File: config.mk
export PLATFORM = sky130hd
export DESIGN_NAME = exc_entry_ctrl
export DESIGN_NICKNAME = d
export VERILOG_FILES = /design/src/rtl/exc_pkg.sv /design/src/rtl/exc_pick.sv /design/src/rtl/exc_srr1_merge.sv /design/src/rtl/exc_msr_vec.sv /design/src/rtl/exc_entry_ctrl.sv
export SDC_FILE = /design/constraint.sdc
export NUM_CORES = 1
export LEC_CHECK = 0
export BUFFER_PORTS_ARGS = -buffer_cell sky130_fd_sc_hd__buf_2
export CORE_AREA = 4 4 181 183
export DETAILED_ROUTE_END_ITERATION = 10
export DIE_AREA = 0 0 185 187
export SYNTH_ARGS = -nofsm -noshare
export SYNTH_HDL_FRONTEND = slang
export SYNTH_SLANG_ARGS = --single-unit
export TNS_END_PERCENT = 30
File: constraint.sdc
create_clock -name clk -period 2.3 [get_ports clk]
set_input_delay 0.345 -clock clk [delete_from_list [all_inputs] [get_ports clk]]
set_output_delay 0.345 -clock clk [all_outputs]
set_load 0.005 [all_outputs]
File: src/rtl/exc_pkg.sv
// Package: shared constants, bit positions and the exception kind type
// for the exception entry controller. Assumes 64-bit words numbered
// big-endian (bit 0 = MSB); le() converts to a vector index.
package exc_pkg;

    localparam int XLEN = 64;

    // big-endian positions of the two information fields in srr1
    localparam int SLOT_A_LO = 33;
    localparam int SLOT_A_HI = 36;
    localparam int SLOT_B_LO = 42;
    localparam int SLOT_B_HI = 47;
    localparam int INFO_W    = (SLOT_A_HI - SLOT_A_LO + 1) + (SLOT_B_HI - SLOT_B_LO + 1);

    // big-endian positions of machine state control bits
    localparam int BIT_EE = 48;
    localparam int BIT_PR = 49;
    localparam int BIT_ME = 51;
    localparam int BIT_IR = 58;
    localparam int BIT_DR = 59;

    localparam logic [XLEN-1:0] VEC_RST_D  = XLEN'(64'h100);
    localparam logic [XLEN-1:0] VEC_MCHK_D = XLEN'(64'h200);
    localparam logic [XLEN-1:0] VEC_SYNC_D = XLEN'(64'h700);
    localparam logic [XLEN-1:0] VEC_EXT_D  = XLEN'(64'h500);
    localparam logic [XLEN-1:0] VEC_DEC_D  = XLEN'(64'h900);

    typedef enum logic [2:0] {
        EXC_NONE = 3'd0,
        EXC_RST  = 3'd1,
        EXC_MCHK = 3'd2,
        EXC_SYNC = 3'd3,
        EXC_EXT  = 3'd4,
        EXC_DEC  = 3'd5
    } exc_kind_e;

    // big-endian bit number to vector index
    function automatic int le(input int be);
        return XLEN - 1 - be;
    endfunction

    // one-hot word for a big-endian bit number
    function automatic logic [XLEN-1:0] bitm(input int be);
        return {{(XLEN-1){1'b0}}, 1'b1} << le(be);
    endfunction

    // mask of all srr1 bits owned by the information fields
    function automatic logic [XLEN-1:0] info_mask();
        logic [XLEN-1:0] m;
        m = '0;
        for (int b = SLOT_A_LO; b <= SLOT_A_HI; b++) m = m | bitm(b);
        for (int b = SLOT_B_LO; b <= SLOT_B_HI; b++) m = m | bitm(b);
        return m;
    endfunction

endpackage

File: src/rtl/exc_pick.sv
// Arbiter: chooses the single exception to take this cycle.
// Assumes request inputs are levels sampled each cycle; ee is the
// external-enable bit; in_err blocks everything except system reset.
module exc_pick
    import exc_pkg::*;
(
    input  logic      req_reset,
    input  logic      req_mcheck,
    input  logic      req_sync,
    input  logic      req_ext,
    input  logic      req_dec,
    input  logic      ee,
    input  logic      in_err,
    output exc_kind_e kind,
    output logic      fatal
);

    // fixed-priority selection with enable gating and error handling
    always_comb begin
        kind  = EXC_NONE;
        fatal = 1'b0;
        if (req_reset) begin
            kind = EXC_RST;
        end else if (in_err) begin
            kind = EXC_NONE;
        end else if (req_mcheck) begin
            kind = EXC_MCHK;
        end else if (req_sync) begin
            if (ee) kind = EXC_SYNC;
            else    fatal = 1'b1;
        end else if (req_ext && ee) begin
            kind = EXC_EXT;
        end else if (req_dec && ee) begin
            kind = EXC_DEC;
        end
    end

endmodule

File: src/rtl/exc_srr1_merge.sv
// Bit-sliced merge for the second save/restore register: two fixed
// big-endian fields take the information bits (or zero when use_info
// is low); every other bit is copied from the machine state word.
module exc_srr1_merge #(
    parameter int W    = 64,
    parameter int IW   = 10,
    parameter int A_LO = 33,
    parameter int A_HI = 36,
    parameter int B_LO = 42,
    parameter int B_HI = 47
) (
    input  logic [W-1:0]  msr,
    input  logic [IW-1:0] info,
    input  logic          use_info,
    output logic [W-1:0]  merged
);

    // one slice per bit, source chosen by its big-endian position
    for (genvar i = 0; i < W; i++) begin : g_bit
        localparam int BE = W - 1 - i;
        if (BE >= A_LO && BE <= A_HI) begin : g_a
            assign merged[i] = use_info & info[IW-1-(BE-A_LO)];
        end else if (BE >= B_LO && BE <= B_HI) begin : g_b
            assign merged[i] = use_info & info[B_HI-BE];
        end else begin : g_m
            assign merged[i] = msr[i];
        end
    end

endmodule

File: src/rtl/exc_msr_vec.sv
// Produces the handler machine state value and vector address for a
// given exception kind. Assumes kind is EXC_NONE when nothing is taken.
module exc_msr_vec
    import exc_pkg::*;
#(
    parameter int              W        = XLEN,
    parameter logic [W-1:0]    VEC_RST  = VEC_RST_D,
    parameter logic [W-1:0]    VEC_MCHK = VEC_MCHK_D,
    parameter logic [W-1:0]    VEC_SYNC = VEC_SYNC_D,
    parameter logic [W-1:0]    VEC_EXT  = VEC_EXT_D,
    parameter logic [W-1:0]    VEC_DEC  = VEC_DEC_D
) (
    input  exc_kind_e    kind,
    input  logic [W-1:0] msr_in,
    output logic [W-1:0] msr_new,
    output logic [W-1:0] vec
);

    localparam logic [W-1:0] CLR_BASE = W'(bitm(BIT_EE) | bitm(BIT_PR) | bitm(BIT_IR) | bitm(BIT_DR));
    localparam logic [W-1:0] CLR_MCHK = CLR_BASE | W'(bitm(BIT_ME));

    // new machine state: reset clears all, machine check also drops ME
    always_comb begin
        case (kind)
            EXC_RST:  msr_new = '0;
            EXC_MCHK: msr_new = msr_in & ~CLR_MCHK;
            default:  msr_new = msr_in & ~CLR_BASE;
        endcase
    end

    // vector table lookup
    always_comb begin
        case (kind)
            EXC_RST:  vec = VEC_RST;
            EXC_MCHK: vec = VEC_MCHK;
            EXC_SYNC: vec = VEC_SYNC;
            EXC_EXT:  vec = VEC_EXT;
            EXC_DEC:  vec = VEC_DEC;
            default:  vec = '0;
        endcase
    end

endmodule

File: src/rtl/exc_entry_ctrl.sv
// Top: exception entry controller. Arbitrates requests, then registers
// the saved context, new machine state, vector and redirect strobe in
// one stage. Assumes synchronous active-low reset and that the core
// applies msr_new itself after redirect.
module exc_entry_ctrl
    import exc_pkg::*;
(
    input  logic              clk,
    input  logic              rst_n,
    input  logic              req_reset,
    input  logic              req_mcheck,
    input  logic              req_sync,
    input  logic              req_ext,
    input  logic              req_dec,
    input  logic [XLEN-1:0]   cur_pc,
    input  logic [XLEN-1:0]   next_pc,
    input  logic [XLEN-1:0]   msr_in,
    input  logic [INFO_W-1:0] sync_info,
    output logic [XLEN-1:0]   srr0,
    output logic [XLEN-1:0]   srr1,
    output logic [XLEN-1:0]   msr_new,
    output logic              redirect,
    output logic [XLEN-1:0]   vector,
    output logic              err_state
);

    exc_kind_e         kind;
    logic              fatal;
    logic [XLEN-1:0]   srr1_d;
    logic [XLEN-1:0]   msr_d;
    logic [XLEN-1:0]   vec_d;
    logic              take;

    exc_pick u_pick (
        .req_reset  (req_reset),
        .req_mcheck (req_mcheck),
        .req_sync   (req_sync),
        .req_ext    (req_ext),
        .req_dec    (req_dec),
        .ee         (msr_in[le(BIT_EE)]),
        .in_err     (err_state),
        .kind       (kind),
        .fatal      (fatal)
    );

    exc_srr1_merge #(
        .W    (XLEN),
        .IW   (INFO_W),
        .A_LO (SLOT_A_LO),
        .A_HI (SLOT_A_HI),
        .B_LO (SLOT_B_LO),
        .B_HI (SLOT_B_HI)
    ) u_merge (
        .msr      (msr_in),
        .info     (sync_info),
        .use_info (kind == EXC_SYNC),
        .merged   (srr1_d)
    );

    exc_msr_vec #(
        .W (XLEN)
    ) u_msrvec (
        .kind    (kind),
        .msr_in  (msr_in),
        .msr_new (msr_d),
        .vec     (vec_d)
    );

    assign take = (kind != EXC_NONE);

    // context capture, redirect pulse and sticky error state
    always_ff @(posedge clk) begin
        if (!rst_n) begin
            srr0      <= '0;
            srr1      <= '0;
            msr_new   <= '0;
            vector    <= '0;
            redirect  <= 1'b0;
            err_state <= 1'b0;
        end else begin
            redirect <= take;
            if (take) begin
                srr0    <= (kind == EXC_SYNC) ? cur_pc : next_pc;
                srr1    <= srr1_d;
                msr_new <= msr_d;
                vector  <= vec_d;
            end
            if (fatal)                err_state <= 1'b1;
            else if (kind == EXC_RST) err_state <= 1'b0;
        end
    end

endmodule

==> metrics.yaml, run 1 <==
setup_path:
  endpoint_kind: "flip-flop"
  cp_cell_sequence: "or4b_4 -> o32ai_2 -> nor4_4 -> buf_12 -> buf_12 -> a22o_1"
  r2r_cells: 6
  reg2reg_to: "msr_new[42]"
  cpPeakStageDelay_ps: 560
  start_kind: "flip-flop"
  path_max_fanout: 70
  crit_arrival_ps: 2430
  reg2reg_from: "err_state"
  path_common_cell: "buf_12"
  required_ps: 2630
  setup.worst_path.start: "err_state"
  slowest_stage: "or4b_4"
  critPathKind: "reg2reg"
  r2r_slack_ps: 200
cells_and_area:
  multiInputGateArea_sq_um: 2780
  final_common_cell: "buf_2"
  mostFrequentLayoutCells: "buf_2 (402), dfxtp_1 (194), a22o_1 (123)"
  syn2layout_area_growth_pct: 39.9
  fill_cells: 3255
  register_area_sq_um: 3880
  fin_nets: 1192
  n_antenna_cell: 0
  drive_gt1_frac: 0.461
worst_hold_path:
  min_from: "sync_info[3]"
  min_to: "srr1[19]"
  holdPathStages: 2
  hold_class: "in2reg"
timing:
  rsz0062_at_grt: "false"
  period_needed_ps: 2100
  hold_violations: 0
  max_clock_freq_mhz: 477
  tightest_slew_ps: 664
  skew_ps: 8.19
  finalMaxSlewViolations: 0
  setup-tns-final_ps: 0
  finalCritPeriodShare: 0.912
  relSlewSlack: 0.557
  setup_viol: 0
logic_synthesis:
  synth_seq_cells: 194
  synth_top_area_frac: 0.541
  post-synth-top-area-cell: "dfxtp_1"
  seq_area_frac_synth: 0.541
  ys_types: 34
  synth_cells: 591
  yosysWarnings: 0
  netlist_area_sq_um: 7180
  avgSynthCellArea_sq_um: 12.1
  netlist_top_cells_area: "dfxtp_1 (54%), a22o_1 (15%), mux2i_1 (8.9%)"
placement:
  post-dp-hpwl_mm: 16.5
  gp_congestion: 0.804
  port_buffers: 402
die:
  core_area_sq_um: 31200
  die_h_microns: 187
  rows: 65
  die_w_microns: 185
  io_pins: 467
  initial_core_util: 0.230
  dieArea_sq_um: 34600
routing:
  post_drt_via_cell_ratio: 4.27
  first_iter_violations: 271
  wire_per_inst_microns: 15.6
  drtPass1Iterations: 5
  antenna_left: 0
  wl_mm: 21.9
  vias: 5965
  drc: 0
power:
  power.internal_uw: 5550
  p_switching_uw: 2130
  swShare: 0.277
  irDropWorstVdd_v: 0.000494
  p_leak_uw: 0.00527
  clkPwrFrac: 0.398
  powerDensity_nw_per_um2: 765
  pwr-share-seq: 0.480
  p_comb_frac: 0.123
  power_uw: 7680
grt:
  grt_pass1_vias: 5870
  grt_antenna_before_repair: 1
  grt_max_degree: 71
  grt_overflow: 0
  gr-usage-all-layers: 0.120
  grt_pass1_wl_mm: 32.7
clock_tree:
  cts_tree: "yes"
  clkLatencyLatePin_ps: 440
  postCtsResizedCells: 0
  clock_sinks: 194
  root_buffer: "clkbuf_16"
  cts_inserted_buffers: 17
  ctsHoldBuffers: 0
  clockBufferDepth: 2
  path_clk_slew_ps: 80
  postCtsSetupBuffers: 0
  htree_num_levels: 4
run_status:
  outcome: "complete, no violations"
flow_run:
  drv_cap: 0
## cell usage after synthesis, drive strengths merged
| cell type | instances |
|---|---|
| nor3b | 1 |
| conb | 1 |
| buf | 98 |
| a22o | 123 |
| or3 | 1 |
| o32a | 1 |
| mux2i | 64 |
| dfxtp | 194 |
| o21ai | 2 |
| o2111ai | 1 |
| nand3 | 1 |
| a31oi | 1 |
| or4b | 1 |
| a32o | 1 |
| nor2b | 1 |
| inv | 2 |
| nor4 | 1 |
| nor3 | 3 |
| nor2 | 5 |
| o31ai | 2 |
| nand4 | 1 |
| o2bb2ai | 64 |
| a21oi | 5 |
| o21bai | 1 |
| clkbuf | 12 |
| clkinv | 1 |
| a2111oi | 1 |
| o32ai | 1 |
| o21a | 1 |
## logic make-up (layout without fill, tap and decap cells)
kind of cell / Yosys count / after routing / synth area share
other: 1 / 64 / 0.000522
buffers and inverters: 113 / 455 / 0.109
muxes: 64 / 64 / 0.0892
DFF: 194 / 194 / 0.541
and+or+nand+nor: 15 / 15 / 0.0143
AOI/OAI and AO/OA: 204 / 204 / 0.246
## worst max path at each step
stage	to	slack [ps]	cells after the start
6_report	msr_new[42]	200	6
5_1_grt	msr_new[42]	140	6
4_1_cts	msr_new[42]	220	6
3_3_place_gp	msr_new[54]	130	7
3_5_place_dp	msr_new[42]	80	7
2_1_floorplan	msr_new[60]	430	6
## power by group through the flow
stage	clock, uW	combinational, uW	sequential, uW
2_1_floorplan	0	474	3780
3_3_place_gp	0	951	3760
3_5_place_dp	0	962	3760
4_1_cts	3180	961	3690
5_1_grt	3320	1040	3710
6_report	3060	942	3690
## metal layers
layer,GRT usage,wire [microns]
met5,0,13
met4,0.0373,290
met3,0.0401,1610
met2,0.207,11000
met1,0.142,8980
## flip-flops by register name, summed over array words and instances (netlist names)
signal and flops:
vector 4, srr0 64, srr1 64, redirect 1, err_state 1, msr_new 60
## worst max-delay path: cells and delay by family (launching register included)
family	cells	cell delay [ps]
AO/OA/AOI/OAI	2	590
buffers and inverters	2	330
flip-flops	1	320
AND/OR/NAND/NOR	2	680
## through the flow
stage / instances / hold slack, ps / area, sq um / worst slack (ps) / util
final: 1398 / 104 / 10000 / 203 / 0.321
after global routing: 1398 / 69.0 / 10000 / 138 / 0.321
after CTS: 1398 / 64.7 / 10000 / 219 / 0.321
after detailed placement: 1366 / 441 / 9410 / 75.2 / 0.301
after global placement: 1366 / 440 / 9410 / 134 / 0.301
after floorplan: 654 / 456 / 7410 / 435 / -
## final cells by class
class                           count  area share
Sequential cell                   194       0.387
Inverter                            3     0.00112
Multi-Input combinational cell    347       0.277
Tap cell                          402      0.0501
Clock buffer                       17      0.0424
Timing Repair Buffer              420       0.223
Clock inverter                     15      0.0203
No activity file was read; power rests on OpenSTA's default activity.
==> run 2, diff against run 1 <==
- SETUP_SLACK_MARGIN: not set -> 0.3
==> run 2 against run 1 <==
Critical path depth stayed put. Critical endpoint unchanged. Die area unchanged. Setup slack better by 140 ps. Largest power group unchanged. Fmax rose by 7.1%.
==> metrics.yaml, run 2 (same netlist as run 1, synthesis figures left out) <==
clock_tree:
  cts_tree: "yes"
  clock_sinks: 194  # unchanged
  root_buffer: "clkbuf_16"
  path_clk_slew_ps: 80  # about the same
  clockBufferDepth: 2  # unchanged
  ctsHoldBuffers: 0  # unchanged
  clkLatencyLatePin_ps: 440  # about the same
  htree_num_levels: 4  # unchanged
  cts_inserted_buffers: 17  # unchanged
grt:
  grt_antenna_before_repair: 1  # unchanged
  grt_pass1_vias: 5871  # +0.017%
  grt_pass1_wl_mm: 32.7  # about the same
  gr-usage-all-layers: 0.120  # about the same
  grt_max_degree: 71  # unchanged
  grt_overflow: 0  # unchanged
cells_and_area:
  finalNonFillerCells: 1400  # +0.14%
  mostFrequentLayoutCells: "buf_2 (402), dfxtp_1 (194), a22o_1 (123)"
  final_common_cell: "buf_2"
  final_core_util: 0.323  # +0.00172
  n_antenna_cell: 0  # unchanged
  fin_nets: 1194  # +0.17%
  design_area_sq_um: 10100  # +0.54%
  syn2layout_area_growth_pct: 40.6
  drive_gt1_frac: 0.464  # +0.00308
  biggestRegsByFlops: "srr0: 64 flops, srr1: 64 flops, msr_new: 60 flops"
setup_path:
  r2r_cells: 6  # unchanged
  crit_arrival_ps: 2290  # -140 ps
  setup.worst_path.start: "err_state"
  r2r_slack_ps: 340  # +140 ps
  required_ps: 2630  # about the same
  endpoint_kind: "flip-flop"
  endpoint: "msr_new[42]"
  path_max_fanout: 70  # unchanged
  reg2reg_from: "err_state"
  critPathKind: "reg2reg"
  start_kind: "flip-flop"
  reg2reg_to: "msr_new[42]"
die:
  initial_core_util: 0.230  # unchanged
  die_w_microns: 185  # unchanged
  io_pins: 467  # unchanged
  core_area_sq_um: 31200  # unchanged
  rows: 65  # unchanged
  dieArea_sq_um: 34600  # unchanged
  die_h_microns: 187  # unchanged
routing:
  drtPass1Iterations: 5  # unchanged
  drc: 0  # unchanged
  wl_mm: 22.2  # +1.4%
  wire_per_inst_microns: 15.8  # +1.2%
  first_iter_violations: 262  # -3.3%
  antenna_left: 0  # unchanged
  vias: 5978  # +0.22%
  post_drt_via_cell_ratio: 4.27  # about the same
timing:
  max_clock_freq_mhz: 510  # +7.1%
  setup-tns-final_ps: 0  # unchanged
  finalCritPeriodShare: 0.852  # -0.0602
  finalMaxSlewViolations: 0  # unchanged
  period_needed_ps: 1960  # -138 ps
  skew_ps: 9.03  # +0.838 ps
  rsz0062_at_grt: "false"
  setup_viol: 0  # unchanged
  hold_violations: 0  # unchanged
worst_hold_path:
  hold_class: "in2reg"
  min_from: "msr_in[18]"
flow_run:
  drv_cap: 0  # unchanged
power:
  irDropWorstVdd_v: 0.000487  # -1.3%
  powerDensity_nw_per_um2: 762  # -0.40%
  power_uw: 7690  # +0.14%
  p_leak_uw: 0.00529  # +0.44%
placement:
  place_area_sq_um: 9410  # unchanged
  post-dp-hpwl_mm: 16.5  # unchanged
  placedCellCount: 1366  # unchanged
  port_buffers: 402  # unchanged
  gp_congestion: 0.804  # unchanged
run_status:
  outcome: "complete, no violations"
[run 2: cell types whose count changed in the layout (fill, tap and decap cells not counted)]
cell	before	now
buf_6	0	1
clkbuf_16	17	18
nor3b_1	1	0
nor3b_2	0	1
o21a_1	1	0
o21a_2	0	1
o32ai_2	1	0
o32ai_4	0	1
[run 2: worst max-delay path: stages (launching register included)]
cell	delay, ps
dfxtp_1	320
or4b_4	570
o32ai_4	180
nor4_4	120
buf_12	150
buf_12	170
a22o_1	280
[run 2: per-layer routing]
layer / share of wire / vias up / track usage / wire length, microns
li1: - / 2898 / - / -
met1: 0.41 / 2811 / 0.141 / 9090
met2: 0.50 / 248 / 0.207 / 11200
met3: 0.071 / 19 / 0.0401 / 1580
met4: 0.013 / 2 / 0.0373 / 292
met5: 0.00059 / - / 0 / 13
[run 2: worst min-delay path by stage]
stage / endpoint / slack (ps) / depth (start not counted)
floorplan: srr0[0] / 460 / 1
global placement: srr0[38] / 440 / 1
detailed placement: srr0[5] / 440 / 1
CTS: msr_new[30] / 60 / 2
global route: msr_new[27] / 70 / 2
finish: msr_new[18] / 100 / 2
[run 2: layout make-up]
class | count | area [sq um]
inverter | 3 | 11.3
clock buffer | 17 | 425
multi-input combinational | 347 | 2800
sequential | 194 | 3880
tap | 402 | 503
fill | 3255 | 21100
clock inverter | 15 | 204
timing repair buffer | 422 | 2270
[run 2: what timing repair did]
item,CTS,global route
setup endpoints to repair,90,167
pin swaps,0,2
cloned,0,1
buffers inserted,0,1
resized for setup,1,3
[run 2: power by group]
part,switching [uW],internal (uW),total (uW)
sequential,108,3580,3690
clock,1540,1510,3050
combinational,480,480,960
total,2130,5560,7690
[run 2: stage by stage]
| stage | hold WS, ps | setup WS (ps) |
|---|---|---|
| final | 104 | 341 |
| after global routing | 69.0 | 297 |
| after CTS | 64.7 | 303 |
| after detailed placement | 441 | 75.2 |
| after global placement | 440 | 134 |
| after floorplan | 456 | 435 |
